**config.mk**
```make
export PLATFORM = sky130hd
export DESIGN_NAME = irq_prio_select
export DESIGN_NICKNAME = d
export VERILOG_FILES = /design/src/rtl/irq_sel_pkg.sv /design/src/rtl/irq_state_bank.sv /design/src/rtl/irq_best_pick.sv /design/src/rtl/irq_pend_readback.sv /design/src/rtl/irq_prio_select.sv
export SDC_FILE = /design/constraint.sdc
export NUM_CORES = 2
export LEC_CHECK = 0
export BUFFER_PORTS_ARGS = -buffer_cell sky130_fd_sc_hd__buf_2
export CORE_MARGIN = 3
export CORE_UTILIZATION = 64
export DETAILED_ROUTE_END_ITERATION = 7
export PLACE_DENSITY_LB_ADDON = 0.2
export SLEW_MARGIN = 20
export SYNTH_ARGS = -nofsm -noshare
export SYNTH_HDL_FRONTEND = slang
export SYNTH_HIERARCHICAL = 1
export SYNTH_SLANG_ARGS = --single-unit
```
**constraint.sdc**
```tcl
create_clock -name clk -period 176 [get_ports clk]
set_input_delay 17.6 -clock clk [delete_from_list [all_inputs] [get_ports clk]]
set_output_delay 17.6 -clock clk [all_outputs]
set_load 0.005 [all_outputs]
```
**src/rtl/irq_sel_pkg.sv**
```systemverilog
// Package: shared encodings for the interrupt pending/priority selector.
// Assumes IDs are 10 bits wide, with 1023 reserved for "nothing selected".
package irq_sel_pkg;

    localparam int unsigned ID_W = 10;
    localparam logic [ID_W-1:0] NO_IRQ = 10'd1023;

    // Field selector for configuration writes
    typedef enum logic [2:0] {
        CF_ENABLE   = 3'd0,
        CF_TRIGGER  = 3'd1,
        CF_PRIORITY = 3'd2,
        CF_SET_PEND = 3'd3,
        CF_CLR_PEND = 3'd4
    } cfg_field_e;

endpackage

```
**src/rtl/irq_state_bank.sv**
```systemverilog
// Module: irq_state_bank
// Holds the enable, trigger, priority, stored level and pending latch of every
// interrupt. It applies line changes, configuration writes, acknowledges and
// end-of-interrupts, and derives the effective pending and candidate vectors
// for the current mode.
// Assumes NUM_IRQ is a power of two no larger than 1023, and single-cycle strobes.
module irq_state_bank
    import irq_sel_pkg::*;
#(
    parameter int unsigned NUM_IRQ = 64,
    parameter int unsigned PRIO_W  = 8
) (
    input  logic                      clk,
    input  logic                      rst_n,
    input  logic                      mode_newer,
    input  logic [NUM_IRQ-1:0]        irq_lines,
    input  logic                      cfg_we,
    input  logic [2:0]                cfg_field,
    input  logic [ID_W-1:0]           cfg_id,
    input  logic [PRIO_W-1:0]         cfg_data,
    input  logic                      ack_valid,
    input  logic [ID_W-1:0]           ack_id,
    input  logic                      eoi_valid,
    input  logic [ID_W-1:0]           eoi_id,
    output logic [NUM_IRQ-1:0]        eff_pend_o,
    output logic [NUM_IRQ-1:0]        cand_o,
    output logic [NUM_IRQ*PRIO_W-1:0] prio_flat_o
);

    localparam int unsigned IDX_W = $clog2(NUM_IRQ);

    logic [NUM_IRQ-1:0] en_q, edge_q, lvl_q, pend_q;
    logic [PRIO_W-1:0]  prio_q [NUM_IRQ];

    logic [NUM_IRQ-1:0] cfg_hit, ack_hit, eoi_hit;
    logic [NUM_IRQ-1:0] rise, set_vec, clr_vec;
    logic [NUM_IRQ-1:0] legacy_m, set_pend_m, clr_pend_m;
    cfg_field_e         fld;

    assign fld = cfg_field_e'(cfg_field);

    // Per-interrupt ID decode of the three strobes, and priority flattening
    for (genvar gi = 0; gi < NUM_IRQ; gi++) begin : g_dec
        assign cfg_hit[gi] = cfg_we    && (cfg_id == ID_W'(gi));
        assign ack_hit[gi] = ack_valid && (ack_id == ID_W'(gi));
        assign eoi_hit[gi] = eoi_valid && (eoi_id == ID_W'(gi));
        assign prio_flat_o[gi*PRIO_W +: PRIO_W] = prio_q[gi];
    end

    // Latch set and clear terms for the current mode
    always_comb begin
        legacy_m   = {NUM_IRQ{~mode_newer}};
        set_pend_m = {NUM_IRQ{fld == CF_SET_PEND}};
        clr_pend_m = {NUM_IRQ{fld == CF_CLR_PEND}};
        rise       = irq_lines & ~lvl_q;
        set_vec    = (rise & (edge_q | (legacy_m & en_q)))
                   | (eoi_hit & legacy_m & ~edge_q & en_q & lvl_q)
                   | (cfg_hit & set_pend_m);
        clr_vec    = ack_hit | (cfg_hit & clr_pend_m);
    end

    // State registers: level sampling, pending latch, configuration fields
    always_ff @(posedge clk) begin
        if (!rst_n) begin
            en_q   <= '0;
            edge_q <= '0;
            lvl_q  <= '0;
            pend_q <= '0;
            for (int i = 0; i < NUM_IRQ; i++) begin
                prio_q[i] <= '0;
            end
        end else begin
            lvl_q  <= irq_lines;
            pend_q <= (pend_q & ~clr_vec) | set_vec;
            for (int i = 0; i < NUM_IRQ; i++) begin
                if (cfg_hit[i]) begin
                    case (fld)
                        CF_ENABLE:   en_q[i]   <= cfg_data[0];
                        CF_TRIGGER:  edge_q[i] <= cfg_data[0];
                        CF_PRIORITY: prio_q[i] <= cfg_data;
                        default: ;
                    endcase
                end
            end
        end
    end

    // Effective pending per mode, and the candidate set for the selector
    always_comb begin
        eff_pend_o = mode_newer ? (pend_q | (~edge_q & lvl_q)) : pend_q;
        cand_o     = en_q & eff_pend_o;
    end

    AST_LVL_FOLLOWS: assert property (@(posedge clk) disable iff (!rst_n)
        rst_n |=> (lvl_q == $past(irq_lines)));

    AST_ACK_CLEARS: assert property (@(posedge clk) disable iff (!rst_n)
        (ack_valid && (ack_id < ID_W'(NUM_IRQ)) && !set_vec[ack_id[IDX_W-1:0]])
        |=> !pend_q[$past(ack_id[IDX_W-1:0])]);

endmodule

```
**src/rtl/irq_best_pick.sv**
```systemverilog
// Module: irq_best_pick
// Scans the candidates in ascending order and keeps the strictly lower
// priority, so the lowest number wins a tie. It registers the winning ID and
// priority. Assumes PRIO_W-bit priorities; "none" is reported as NO_IRQ / all ones.
module irq_best_pick
    import irq_sel_pkg::*;
#(
    parameter int unsigned NUM_IRQ = 64,
    parameter int unsigned PRIO_W  = 8
) (
    input  logic                      clk,
    input  logic                      rst_n,
    input  logic [NUM_IRQ-1:0]        cand_i,
    input  logic [NUM_IRQ*PRIO_W-1:0] prio_flat_i,
    output logic [ID_W-1:0]           sel_id_o,
    output logic [PRIO_W-1:0]         sel_prio_o
);

    localparam int unsigned IDX_W = $clog2(NUM_IRQ);

    logic [PRIO_W:0]   best_p;
    logic [ID_W-1:0]   best_i;
    logic [PRIO_W-1:0] cur_p;

    // Ascending linear scan with a sentinel one above the largest priority
    always_comb begin
        best_p = {1'b1, {PRIO_W{1'b0}}};
        best_i = NO_IRQ;
        cur_p  = '0;
        for (int i = 0; i < NUM_IRQ; i++) begin
            cur_p = prio_flat_i[i*PRIO_W +: PRIO_W];
            if (cand_i[i] && ({1'b0, cur_p} < best_p)) begin
                best_p = {1'b0, cur_p};
                best_i = ID_W'(i);
            end
        end
    end

    // Output register for the winner
    always_ff @(posedge clk) begin
        if (!rst_n) begin
            sel_id_o   <= NO_IRQ;
            sel_prio_o <= '1;
        end else begin
            sel_id_o   <= best_i;
            sel_prio_o <= best_p[PRIO_W] ? {PRIO_W{1'b1}} : best_p[PRIO_W-1:0];
        end
    end

    AST_IDLE_ID: assert property (@(posedge clk) disable iff (!rst_n)
        (rst_n && (cand_i == '0)) |=> (sel_id_o == NO_IRQ));

    AST_WINNER_CAND: assert property (@(posedge clk) disable iff (!rst_n)
        (sel_id_o != NO_IRQ) |->
        (|($past(cand_i) & (NUM_IRQ'(1) << sel_id_o[IDX_W-1:0]))));

endmodule

```
**src/rtl/irq_pend_readback.sv**
```systemverilog
// Module: irq_pend_readback
// Groups the effective pending vector into bytes and returns the byte picked by
// the index. Bit i of a byte is interrupt 8*index+i.
// Assumes NUM_IRQ is a multiple of 8.
module irq_pend_readback #(
    parameter int unsigned NUM_IRQ = 64,
    localparam int unsigned NUM_BYTES  = NUM_IRQ / 8,
    localparam int unsigned BYTE_IDX_W = $clog2(NUM_BYTES)
) (
    input  logic [NUM_IRQ-1:0]    pend_i,
    input  logic [BYTE_IDX_W-1:0] byte_idx_i,
    output logic [7:0]            byte_o
);

    logic [7:0] bytes [NUM_BYTES];

    // Slice the pending vector into byte lanes
    for (genvar gb = 0; gb < NUM_BYTES; gb++) begin : g_lane
        assign bytes[gb] = pend_i[gb*8 +: 8];
    end

    // Byte multiplexer
    assign byte_o = bytes[byte_idx_i];

endmodule

```
**src/rtl/irq_prio_select.sv**
```systemverilog
// Module: irq_prio_select (top)
// Interrupt pending and priority selector for one CPU. It connects the state
// bank, the selector and the pending readback.
// Assumes the 64-interrupt default and that all strobes come from the clk domain.
module irq_prio_select
    import irq_sel_pkg::*;
#(
    parameter int unsigned NUM_IRQ = 64,
    parameter int unsigned PRIO_W  = 8,
    localparam int unsigned BYTE_IDX_W = $clog2(NUM_IRQ / 8)
) (
    input  logic                  clk,
    input  logic                  rst_n,
    input  logic                  mode_newer,
    input  logic [NUM_IRQ-1:0]    irq_lines,
    input  logic                  cfg_we,
    input  logic [2:0]            cfg_field,
    input  logic [9:0]            cfg_id,
    input  logic [PRIO_W-1:0]     cfg_data,
    input  logic                  ack_valid,
    input  logic [9:0]            ack_id,
    input  logic                  eoi_valid,
    input  logic [9:0]            eoi_id,
    input  logic [BYTE_IDX_W-1:0] rd_byte_idx,
    output logic [7:0]            rd_pend_byte,
    output logic [9:0]            sel_id,
    output logic [PRIO_W-1:0]     sel_prio
);

    logic [NUM_IRQ-1:0]        eff_pend;
    logic [NUM_IRQ-1:0]        cand;
    logic [NUM_IRQ*PRIO_W-1:0] prio_flat;

    irq_state_bank #(.NUM_IRQ(NUM_IRQ), .PRIO_W(PRIO_W)) u_bank (
        .clk         (clk),
        .rst_n       (rst_n),
        .mode_newer  (mode_newer),
        .irq_lines   (irq_lines),
        .cfg_we      (cfg_we),
        .cfg_field   (cfg_field),
        .cfg_id      (cfg_id),
        .cfg_data    (cfg_data),
        .ack_valid   (ack_valid),
        .ack_id      (ack_id),
        .eoi_valid   (eoi_valid),
        .eoi_id      (eoi_id),
        .eff_pend_o  (eff_pend),
        .cand_o      (cand),
        .prio_flat_o (prio_flat)
    );

    irq_best_pick #(.NUM_IRQ(NUM_IRQ), .PRIO_W(PRIO_W)) u_pick (
        .clk         (clk),
        .rst_n       (rst_n),
        .cand_i      (cand),
        .prio_flat_i (prio_flat),
        .sel_id_o    (sel_id),
        .sel_prio_o  (sel_prio)
    );

    irq_pend_readback #(.NUM_IRQ(NUM_IRQ)) u_rdbk (
        .pend_i     (eff_pend),
        .byte_idx_i (rd_byte_idx),
        .byte_o     (rd_pend_byte)
    );

endmodule

```
==> impl_metrics.csv <==
group,metric,value,unit
global_route,met3_usage,0.122,
floorplan,chipWidth,300,µm
floorplan,dieArea,90000,µm²
sta,slew_headroom,0.154,
power,peakVddDrop,0.00805,mV
clock_network,cts_resized,0,
sta,fmax,6.28,MHz
synthesis,syn-cell-area,55300,µm²
sta,worstMarginPinSlew,1270,ps
run_status,status,"finished with violations",
detailed_routing,drc,4,
placement,routabilityCongestion,1.02,
detailed_routing,dr.first_iter.drc_count,6940,
worst_setup_path,cp-start-kind,"primary input",
sta,drv_slew,0,
clock_network,worstSkewPairLatency,700,ps
synthesis,yosys-top-cells-area,"edfxtp_1 28%, dfxtp_1 9.8%, ha_1 8.6%, o21ai_0 4.4%, a21oi_1 4.2%",
floorplan,start_util,0.647,
sta,whs,494,ps
global_route,antenna_found_initial,40,
worst_setup_path,cp_common_cell,"o21ai_0",
finish,final_area,59600,µm²
floorplan,num_io_pins,140,
sta,period_minus_slack,159240,ps
power,power.internal,327,µW
power,seqPwrFrac,0.480,
synthesis,yosys.area.top_type,"edfxtp_1",
finish,nNetsFinal,6627,
worst_setup_path,crit_fanout,23,
synthesis,ys_types,180,
min_path,hold_path_class,"flip-flop to flip-flop",
run_status,violations,"design-rule violations",
synthesis,synth_top_area_share,0.278,
clock_network,path_clk_slew,60,ps
global_route,grt_first_pass_wirelength,289000,µm
clock_network,root_buffer,"clkbuf_16",
detailed_routing,viasPerCell,6.89,
finish,regArea,20800,µm²
finish,multiInputGateArea,31900,µm²
sta,rsz0062_at_grt,"no",
placement,placed_area,56600,µm²
worst_setup_path,crit_arrival,159730,ps
detailed_routing,dr_total_vias,50828,
detailed_routing,ant_nets,0,
synthesis,synth_edf_count,512,
clock_network,postCtsSetupRepairBufs,0,
synthesis,synthCells,6109,
floorplan,rows,107,
global_route,met2_usage,0.642,
synthesis,ys_seq_elements,783,
clock_network,cts_buffer_depth,3,
clock_network,numCtsBuffers,87,
power,p_clk_frac,0.425,
global_route,met1_usage,0.530,
power,p_leak,0.0229,µW
worst_setup_path,crit_type,"primary input to flip-flop",
global_route,busiest_layer,"met2",
finish,fill_cells,6808,
sta,hold_viol,0,
power,power.switching,114,µW
finish,utilization,0.698,
clock_network,cts_tree,"done",
floorplan,core,85400,µm²
worst_setup_path,end_kind,"flip-flop",
placement,port_buffers,139,
synthesis,synth_nets,6603,
sta,fin_skew,37.4,ps
synthesis,synthFlopType,"edfxtp_1",
clock_network,clock-sinks,783,
detailed_routing,firstDrtPassIters,8,
sta,period_share,0.905,
worst_setup_path,cp_slowest_cell,"a21boi_1",
clock_network,cts_hold_buf,0,
worst_setup_path,critPathRequiredTime,176490,ps
power,p_sw_frac,0.258,
synthesis,yosysSeqAreaShare,0.376,
global_route,grt_pass1_vias,47774,
synthesis,postSynthAreaPerCell,9.05,µm²
global_route,grtUsageTotal,0.421,
power,combPwrFrac,0.094,
job,drv_cap,0,
global_route,grt_overflow,0,
synthesis,async_flop_share,0,
clock_network,h-tree-depth,3,
detailed_routing,wl,196000,µm
power,power,441,µW
global_route,grt_max_degree,100,
finish,synthToLayoutAreaGrowth,7.87,%
detailed_routing,routedWlPerCell,26.5,µm
finish,drive_gt1_frac,0.133,
synthesis,yosys_warnings,6,
floorplan,die_h,300,µm
sta,final-setup-viol-count,0,
power,power.density,7.40,nW/µm²
worst_setup_path,cpPeakStageDelay,800,ps
placement,dpl.hpwl,141000,µm
sta,tns,0,ps
area by class of cell:
type                       count  area share
tap                         1144      0.0240
antenna                       32     0.00134
timing repair buffer         209      0.0213
multi-input combinational   4714       0.534
inverter                     338      0.0216
clock inverter                48     0.00856
clock buffer                 113      0.0406
sequential                   783       0.349
sequential cells by signal, summed over array words and instances (netlist names):
register,flops
u_bank/prio_q,512
u_pick/sel_prio_o,8
u_bank/lvl_q,64
u_bank/edge_q,64
u_pick/sel_id_o,7
u_bank/pend_q,64
u_bank/en_q,64
power groups by stage:
stage	clock, µW	sequential [µW]	combinational (µW)
after CTS	189	212	39.7
after global routing	196	213	44.4
final	188	212	41.5
after floorplan	0	213	26.4
after detailed placement	0	216	39.4
after global placement	0	216	38.6
Yosys cell counts (16+ instances only):
master,instances
buf_6,29
or3_1,21
a41oi_1,18
o31ai_1,26
a21oi_1,464
o221ai_1,22
o22ai_1,39
o21bai_1,65
dfxtp_1,271
nor3b_1,16
nor2_1,598
nand2b_1,46
edfxtp_1,512
nor3_2,22
nand4_1,63
a211oi_1,55
and2b_2,17
o21ai_0,482
o41ai_1,47
or2b_2,18
mux2_2,60
o21a_1,59
nand3_1,216
a21o_1,177
a31oi_1,34
ha_1,380
a21o_2,18
nor4_1,17
o21ai_1,22
inv_1,335
nor2b_1,57
o2111ai_1,80
nor3_1,68
or2_2,23
mux2i_1,92
o211ai_1,60
buf_2,38
and2_1,152
a211o_1,22
clkbuf_1,177
or3b_2,17
and2_2,20
nand2_1,611
worst max-delay path: cells and delay by family:
| family | cells | cell delay (ps) |
|---|---|---|
| and+or+nand+nor | 140 | 28680 |
| AOI/OAI and AO/OA | 368 | 82270 |
| muxes | 23 | 6950 |
| buffers and inverters | 39 | 3800 |
| adders and majority gates | 68 | 20110 |
layer usage:
layer  part of all wire  up-vias
li1                   -    22861
met1               0.38    23952
met4              0.070       16
met5            0.00048        -
met3               0.12      775
met2               0.43     3224
placed cells by master (no fill, tap or decap), drive strengths merged, types with 39 or more instances in the layout:
cell type and n:
o21a 64, a211oi 67, dfxtp 271, mux2i 95, o22ai 39, o2111ai 81
nand2 617, nand3 219, o21ai 519, o211ai 66, nor2 606, and2 177
o41ai 51, inv 339, nor2b 57, nand4 64, a21o 196, o21bai 67
ha 380, a21oi 482, nor3 95, nand2b 48, edfxtp 512, clkbuf 114
mux2 76, buf 208
through the flow:
step	instances	worst slack [ps]
6_report	7381	16760
3_5_place_dp	7187	18980
2_1_floorplan	6109	36610
3_3_place_gp	7186	22950
4_1_cts	7348	19100
5_1_grt	7364	5100
cells by family (layout without fill, tap and decap cells):
logic type	count (synthesis)	in the layout	share of synthesized area
buffers and inverters	612	708	0.0505
DFF	783	783	0.376
muxes	187	187	0.0416
adders and majority gates	394	394	0.0886
AOI/OAI and AO/OA	1974	1974	0.246
other	0	32	0
and+or+nand+nor	2159	2159	0.198
final timing paths:
kind / endpoint / slack (ps) / start / depth (start not counted)
worst max register to register: u_pick/sel_id_o[5]$_SDFF_PP1_ / 33610 / u_bank/lvl_q[0]$_SDFF_PN0_ / 637
worst min-delay path: u_bank/pend_q[4]$_SDFF_PN0_ / 490 / u_bank/pend_q[4]$_SDFF_PN0_ / 2
worst max-delay path: u_pick/sel_id_o[5]$_SDFF_PP1_ / 16760 / mode_newer / 638
worst min register to register: u_bank/pend_q[4]$_SDFF_PN0_ / 490 / u_bank/pend_q[4]$_SDFF_PN0_ / 2
Note: power is estimated with default switching activity, not from simulation.
